[config.mk]
export PLATFORM = sky130hd
export DESIGN_NAME = adc_pkt_seq
export DESIGN_NICKNAME = d
export VERILOG_FILES = /design/src/rtl/adc_seq_pkg.sv /design/src/rtl/cmd_cfg_store.sv /design/src/rtl/seq_fsm.sv /design/src/rtl/pkt_serializer.sv /design/src/rtl/adc_pkt_seq.sv
export SDC_FILE = /design/constraint.sdc
export NUM_CORES = 1
export LEC_CHECK = 0
export BUFFER_PORTS_ARGS = -buffer_cell sky130_fd_sc_hd__buf_4
export CORE_MARGIN = 2
export CORE_UTILIZATION = 46
export DETAILED_ROUTE_END_ITERATION = 16
export HOLD_SLACK_MARGIN = 0.1
export PLACE_DENSITY = 0.68
export SYNTH_ARGS = -nofsm -noshare
export SYNTH_HDL_FRONTEND = slang
export SYNTH_SLANG_ARGS = --single-unit
[constraint.sdc]
create_clock -name clk -period 2 [get_ports clk]
set_clock_uncertainty 0.15 [all_clocks]
set_input_delay 0.1 -clock clk [delete_from_list [all_inputs] [get_ports clk]]
set_output_delay 0.1 -clock clk [all_outputs]
set_load 0.01 [all_outputs]
[src/rtl/adc_seq_pkg.sv]
// Shared constants and types for the ADC sample packet sequencer.
// Assumes an 8-bit serial byte and a fixed three-byte packet.
package adc_seq_pkg;
    localparam int BYTE_W     = 8;
    localparam int DATA_BYTES = 2;
    localparam int PKT_LEN    = DATA_BYTES + 1;

    typedef enum logic [1:0] {
        SQ_IDLE  = 2'd0,
        SQ_START = 2'd1,
        SQ_WAIT  = 2'd2,
        SQ_SEND  = 2'd3
    } seq_state_t;
endpackage

[src/rtl/cmd_cfg_store.sv]
// Command capture and configuration register.
// Holds the most recent unapplied command byte in a one-entry slot; a newer
// byte overwrites an older unapplied one. The sequencer copies the slot into
// the configuration register by pulsing apply. Assumes rx_valid is a strobe.
module cmd_cfg_store
    import adc_seq_pkg::*;
#(
    parameter int                MODE_BIT  = 0,
    parameter logic [BYTE_W-1:0] RESET_CFG = 8'h01
) (
    input  logic              clk,
    input  logic              rst_n,
    input  logic [BYTE_W-1:0] rx_data,
    input  logic              rx_valid,
    input  logic              apply,
    output logic [BYTE_W-1:0] cfg,
    output logic              cont_mode,
    output logic              pend_valid
);
    logic [BYTE_W-1:0] slot_q;
    logic              slot_vld_q;
    logic [BYTE_W-1:0] cfg_q;

    // Capture a received byte; a same-cycle apply still leaves the new byte pending.
    always_ff @(posedge clk) begin
        if (!rst_n) begin
            slot_q     <= '0;
            slot_vld_q <= 1'b0;
        end else if (rx_valid) begin
            slot_q     <= rx_data;
            slot_vld_q <= 1'b1;
        end else if (apply) begin
            slot_vld_q <= 1'b0;
        end
    end

    // Replace the whole configuration with the pending command on apply.
    always_ff @(posedge clk) begin
        if (!rst_n) begin
            cfg_q <= RESET_CFG;
        end else if (apply) begin
            cfg_q <= slot_q;
        end
    end

    assign cfg        = cfg_q;
    assign cont_mode  = ~cfg_q[MODE_BIT];
    assign pend_valid = slot_vld_q;
endmodule

[src/rtl/seq_fsm.sv]
// Conversion sequencer.
// Idle until a command is pending, then: apply it, pulse a conversion start,
// wait for the converter, hand the sample to the packet serializer and wait
// for the last byte. At packet end a pending command takes priority; otherwise
// continuous mode loops straight into the next conversion.
module seq_fsm
    import adc_seq_pkg::*;
(
    input  logic clk,
    input  logic rst_n,
    input  logic pend_valid,
    input  logic cont_mode,
    input  logic conv_done,
    input  logic pkt_done,
    output logic apply,
    output logic conv_start,
    output logic load
);
    seq_state_t state_q, state_d;

    // Next-state and control decode.
    always_comb begin
        state_d = state_q;
        apply   = 1'b0;
        load    = 1'b0;
        unique case (state_q)
            SQ_IDLE: begin
                if (pend_valid) begin
                    apply   = 1'b1;
                    state_d = SQ_START;
                end
            end
            SQ_START: begin
                state_d = SQ_WAIT;
            end
            SQ_WAIT: begin
                if (conv_done) begin
                    load    = 1'b1;
                    state_d = SQ_SEND;
                end
            end
            SQ_SEND: begin
                if (pkt_done) begin
                    if (pend_valid) begin
                        apply   = 1'b1;
                        state_d = SQ_START;
                    end else if (cont_mode) begin
                        state_d = SQ_START;
                    end else begin
                        state_d = SQ_IDLE;
                    end
                end
            end
            default: state_d = SQ_IDLE;
        endcase
    end

    // State register.
    always_ff @(posedge clk) begin
        if (!rst_n) state_q <= SQ_IDLE;
        else        state_q <= state_d;
    end

    assign conv_start = (state_q == SQ_START);
endmodule

[src/rtl/pkt_serializer.sv]
// Result packet serializer.
// On load it snapshots the configuration byte and the sample, zero-extended
// to the data field, into a packet image. It then presents the bytes in order
// with ready/valid and pulses pkt_done on the cycle the last byte is accepted.
// Assumes load only arrives while no packet is in flight.
module pkt_serializer
    import adc_seq_pkg::*;
#(
    parameter int RES_W = 16
) (
    input  logic              clk,
    input  logic              rst_n,
    input  logic              load,
    input  logic [BYTE_W-1:0] cfg_byte,
    input  logic [RES_W-1:0]  result,
    output logic [BYTE_W-1:0] tx_data,
    output logic              tx_valid,
    input  logic              tx_ready,
    output logic              pkt_done
);
    localparam int                IDX_W    = $clog2(PKT_LEN);
    localparam int                RES_SPAN = DATA_BYTES * BYTE_W;
    localparam logic [IDX_W-1:0]  LAST     = IDX_W'(PKT_LEN - 1);

    logic [RES_SPAN-1:0] res_ext;
    logic [BYTE_W-1:0]   img     [PKT_LEN];
    logic [BYTE_W-1:0]   pkt_q   [PKT_LEN];
    logic [IDX_W-1:0]    idx_q;
    logic                busy_q;

    // Fit the sample into the data field, padding unused upper bits with zero.
    generate
        if (RES_W < RES_SPAN) begin : g_pad
            assign res_ext = {{(RES_SPAN - RES_W){1'b0}}, result};
        end else begin : g_full
            assign res_ext = result[RES_SPAN-1:0];
        end
    endgenerate

    // Packet image: configuration echo first, then data bytes most significant first.
    assign img[0] = cfg_byte;
    generate
        for (genvar j = 1; j < PKT_LEN; j++) begin : g_img
            assign img[j] = res_ext[(PKT_LEN - 1 - j) * BYTE_W +: BYTE_W];
        end
    endgenerate

    // Snapshot the packet image when a sample is handed over.
    always_ff @(posedge clk) begin
        if (!rst_n) begin
            for (int i = 0; i < PKT_LEN; i++) pkt_q[i] <= '0;
        end else if (load) begin
            for (int i = 0; i < PKT_LEN; i++) pkt_q[i] <= img[i];
        end
    end

    // Byte pointer and busy flag; advance only on an accepted byte.
    always_ff @(posedge clk) begin
        if (!rst_n) begin
            busy_q <= 1'b0;
            idx_q  <= '0;
        end else if (load) begin
            busy_q <= 1'b1;
            idx_q  <= '0;
        end else if (busy_q && tx_ready) begin
            if (idx_q == LAST) begin
                busy_q <= 1'b0;
                idx_q  <= '0;
            end else begin
                idx_q  <= idx_q + IDX_W'(1);
            end
        end
    end

    assign tx_data  = pkt_q[idx_q];
    assign tx_valid = busy_q;
    assign pkt_done = busy_q && tx_ready && (idx_q == LAST);
endmodule

[src/rtl/adc_pkt_seq.sv]
// ADC sample packet sequencer, top level.
// Joins command capture, the conversion sequencer and the packet serializer.
// Assumes the converter holds conv_result valid while conv_done is high and
// returns exactly one conv_done per conv_start. RES_W is expected to be 9..16.
module adc_pkt_seq
    import adc_seq_pkg::*;
#(
    parameter int                RES_W     = 16,
    parameter int                MODE_BIT  = 0,
    parameter logic [BYTE_W-1:0] RESET_CFG = 8'h01
) (
    input  logic              clk,
    input  logic              rst_n,
    input  logic [BYTE_W-1:0] rx_data,
    input  logic              rx_valid,
    output logic              conv_start,
    input  logic              conv_done,
    input  logic [RES_W-1:0]  conv_result,
    output logic [BYTE_W-1:0] tx_data,
    output logic              tx_valid,
    input  logic              tx_ready
);
    logic [BYTE_W-1:0] cfg_cur;
    logic              cont_mode;
    logic              pend_vld;
    logic              apply;
    logic              load;
    logic              pkt_done;

    cmd_cfg_store #(
        .MODE_BIT  (MODE_BIT),
        .RESET_CFG (RESET_CFG)
    ) u_cfg (
        .clk        (clk),
        .rst_n      (rst_n),
        .rx_data    (rx_data),
        .rx_valid   (rx_valid),
        .apply      (apply),
        .cfg        (cfg_cur),
        .cont_mode  (cont_mode),
        .pend_valid (pend_vld)
    );

    seq_fsm u_fsm (
        .clk        (clk),
        .rst_n      (rst_n),
        .pend_valid (pend_vld),
        .cont_mode  (cont_mode),
        .conv_done  (conv_done),
        .pkt_done   (pkt_done),
        .apply      (apply),
        .conv_start (conv_start),
        .load       (load)
    );

    pkt_serializer #(
        .RES_W (RES_W)
    ) u_ser (
        .clk      (clk),
        .rst_n    (rst_n),
        .load     (load),
        .cfg_byte (cfg_cur),
        .result   (conv_result),
        .tx_data  (tx_data),
        .tx_valid (tx_valid),
        .tx_ready (tx_ready),
        .pkt_done (pkt_done)
    );
endmodule

==> run_results.csv <==
group,metric,value,unit
power_and_ir_drop,power.share.clock,0.237,
synthesis,ys_ff_latch,48,
layout,drive_above_1_share,0.192,
placement,dpl.cell_count,267,
global_route,grt_start_max_net_pins,34,
timing,finalHoldViolCount,0,
cts,cts-root-buf,"clkbuf_8",
routing,drt_wl_total,4.16,mm
synthesis,syn-instance-count,184,
worst_setup_path,worstPathMaxFanout,5,
worst_setup_path,crit_arrival,1960,ps
timing,slew_viol_final,0,
timing,rsz0062_at_grt,"no",
floorplanning,start_util,0.481,
timing,setup_viol_count_final,0,
cts,cts_tree,"built",
routing,drt-initial-drc-count,51,
timing,slew-limit-headroom,0.569,
worst_setup_path,path_class,"flip-flop to flip-flop",
timing,period_minus_slack,1880,ps
layout,area_growth,36.8,%
worst_setup_path,path_cells,"inv_1 > ha_1 > nand3b_1 > o21ai_4 > buf_4 > mux2i_1",
global_route,overflow,0,
worst_setup_path,slowest_stage,"dfxtp_1",
layout,nFillCells,334,
global_route,grt_antenna_before_repair,0,
global_route,grtUsageTotal,0.182,
power_and_ir_drop,p_leak,1.18,nW
power_and_ir_drop,p_int,1.71,mW
worst_setup_path,required,2080,ps
power_and_ir_drop,switchingPower,656,µW
layout,fin_nets,293,
layout,instances_no_fill,312,
layout,fin_util,0.659,
routing,route.vias.total,1490,
cts,clock_latency,290,ps
synthesis,synth_top_area_frac,0.341,
floorplanning,die_height,71.7,µm
synthesis,synth_area,2110,µm²
synthesis,synth_cell_types,26,
cts,cts.reportedPaths.clkPinSlew,80,ps
timing,max_freq,531,MHz
worst_hold_path,hp-class,"input port to flip-flop",
cts,ctsHtreeMaxLevel,2,
synthesis,yosys-top-cells-area,"edfxtp_1 34%, dfxtp_1 23%, mux2i_1 12%",
routing,ant_nets,0,
worst_setup_path,path_buf_inv,2,
timing,tightest_slew,646,ps
flow_run,cap_violations,0,
placement,port_buffers,38,
floorplanning,rows,24,
synthesis,synth_common_cells,"29 x nand2_1, 26 x mux2i_1, 24 x and2_1, 24 x dfxtp_1, 24 x edfxtp_1",
global_route,grt_pass1_vias,1606,
placement,gp_congestion,0.705,
worst_setup_path,cp_top_family,"flip-flops",
synthesis,synth_most_common_cell,"nand2_1",
floorplanning,die_x,71.7,µm
synthesis,synth-async-reset-ratio,0,
synthesis,synth_edf_count,24,
floorplanning,top_level_ports,39,
synthesis,synth_nets,218,
synthesis,synth_top_cell_by_area,"edfxtp_1",
layout,antenna_cells,0,
power_and_ir_drop,p_comb_frac,0.246,
routing,drc,0,
timing,post-route-period-util,0.942,
synthesis,seq_area_frac_synth,0.569,
floorplanning,die_area,5150,µm²
power_and_ir_drop,seqPwrFrac,0.517,
routing,drtPass1Iterations,4,
worst_setup_path,worstSetupEndpointType,"flip-flop",
cts,clockBufferDepth,2,
placement,dp.final_hpwl,2.52,mm
power_and_ir_drop,switching_share,0.277,
synthesis,synthFlopType,"edfxtp_1",
timing,whs,174,ps
synthesis,yosysWarnings,0,
outcome,status,"complete, no violations",
power_and_ir_drop,powerDensity,819,nW/µm²
routing,via_per_inst,4.78,
cts,cts_resized,0,
floorplanning,core,4380,µm²
worst_setup_path,cp-start-kind,"flip-flop",
cts,cts_num_sinks,48,
cts,cts-buffers-inserted,5,
power_and_ir_drop,vdd_drop_max,541,µV
routing,wl_per_cell,13.3,µm
synthesis,syn_area_per_cell,11.5,µm²
global_route,grt_pass1_wl,7.19,mm
timing,tns,0,ps
worst_setup_path,slowest_delay,440,ps
## per-stage QoR
step           area, µm²  setup slack, ps  power (mW)
2_1_floorplan       2110              256        1.57
3_3_place_gp        2440              259        1.71
3_5_place_dp        2440              155        1.74
4_1_cts             2950             19.2        2.38
5_1_grt             2890             22.0        2.51
6_report            2890              115        2.37
## placed cells by master (no fill, tap or decap)
cell,netlist,layout
nor2b_1,13,13
o21ai_0,9,9
nand2b_1,1,1
a21boi_0,1,1
nand2_1,29,29
nor2_1,3,3
clkbuf_8,0,5
a31o_1,1,1
nand4b_4,1,1
nand3b_1,2,2
dfxtp_1,24,24
edfxtp_1,24,24
clkinv_2,0,1
nand4b_1,1,1
inv_1,3,3
inv_6,0,1
a211oi_1,1,1
o2111ai_1,1,1
o21ai_4,1,1
mux2i_1,26,26
a21oi_1,2,2
dlygate4sd3_1,0,35
and2_1,24,24
o211ai_1,1,1
clkinv_1,0,1
o311ai_1,1,1
buf_4,0,41
ha_1,5,5
a2111o_1,1,1
and3_1,1,1
## sequential cells by signal, summed over array words and instances (netlist names), named ones only
name and count:
u_ser.pkt_q 24, u_cfg.cfg 8, u_ser.tx_valid 1, u_cfg.slot_q 8, u_fsm.state_q 2, u_ser.idx_q 2, u_cfg.pend_valid 1
## layout make-up
class | count | area (µm²) | area share
tap | 52 | 65.1 | 0.0225
clock buffer | 5 | 68.8 | 0.0238
clock inverter | 3 | 17.5 | 0.00607
timing repair buffer | 76 | 658 | 0.228
sequential | 48 | 1200 | 0.416
multi-input combinational | 125 | 866 | 0.300
inverter | 3 | 11.3 | 0.00390
## cells by family after synthesis
| family | Yosys count | share of synthesized area |
|---|---|---|
| compound gates | 19 | 0.0622 |
| fa+ha+maj | 5 | 0.0296 |
| buf+inv | 11 | 0.0207 |
| flops | 48 | 0.569 |
| simple gates | 75 | 0.195 |
| mux | 26 | 0.123 |
## path summary, 6_finish.rpt
| kind | start | end | slack (ps) | depth (start not counted) |
|---|---|---|---|---|
| worst max-delay path | u_fsm.state_q[0] | u_cfg.cfg[6] | 120 | 6 |
| worst min-delay path | conv_done | u_fsm.state_q[1] | 170 | 4 |
| worst max register to register | u_fsm.state_q[0] | u_cfg.cfg[6] | 120 | 6 |
| worst min register to register | u_cfg.cfg[4] | u_cfg.cfg[4] | 300 | 2 |
## metal layers
layer | wire length (µm) | vias to the layer above | part of all wire | global-route usage
met5 | 0 | - | 0 | 0
li1 | - | 781 | - | -
met2 | 2080 | 32 | 0.50 | 0.334
met1 | 1880 | 673 | 0.45 | 0.203
met3 | 153 | 4 | 0.037 | 0.0506
met4 | 44 | 0 | 0.011 | 0.0566
## worst min-delay path: cells and delay by family
family,cells,cell delay [ps]
AND/OR/NAND/NOR,1,60
buffers and inverters,1,90
multiplexers,1,100
AO/OA/AOI/OAI,1,220
## what timing repair did
| item | in CTS | in global routing |
|---|---|---|
| setup endpoints to repair | 0 | 9 |
| buffers inserted | 0 | 2 |
| hold buffers | 43 | 0 |
| endpoints found under the hold margin | 39 | 0 |
## power groups by stage
stage | sequential, mW | combinational [mW] | clock, mW
after global routing | 1.24 | 0.640 | 0.634
final | 1.22 | 0.583 | 0.560
after detailed placement | 1.24 | 0.501 | 0
after floorplan | 1.22 | 0.351 | 0
after CTS | 1.22 | 0.578 | 0.580
after global placement | 1.23 | 0.472 | 0
No activity file was read; power rests on OpenSTA's default activity.
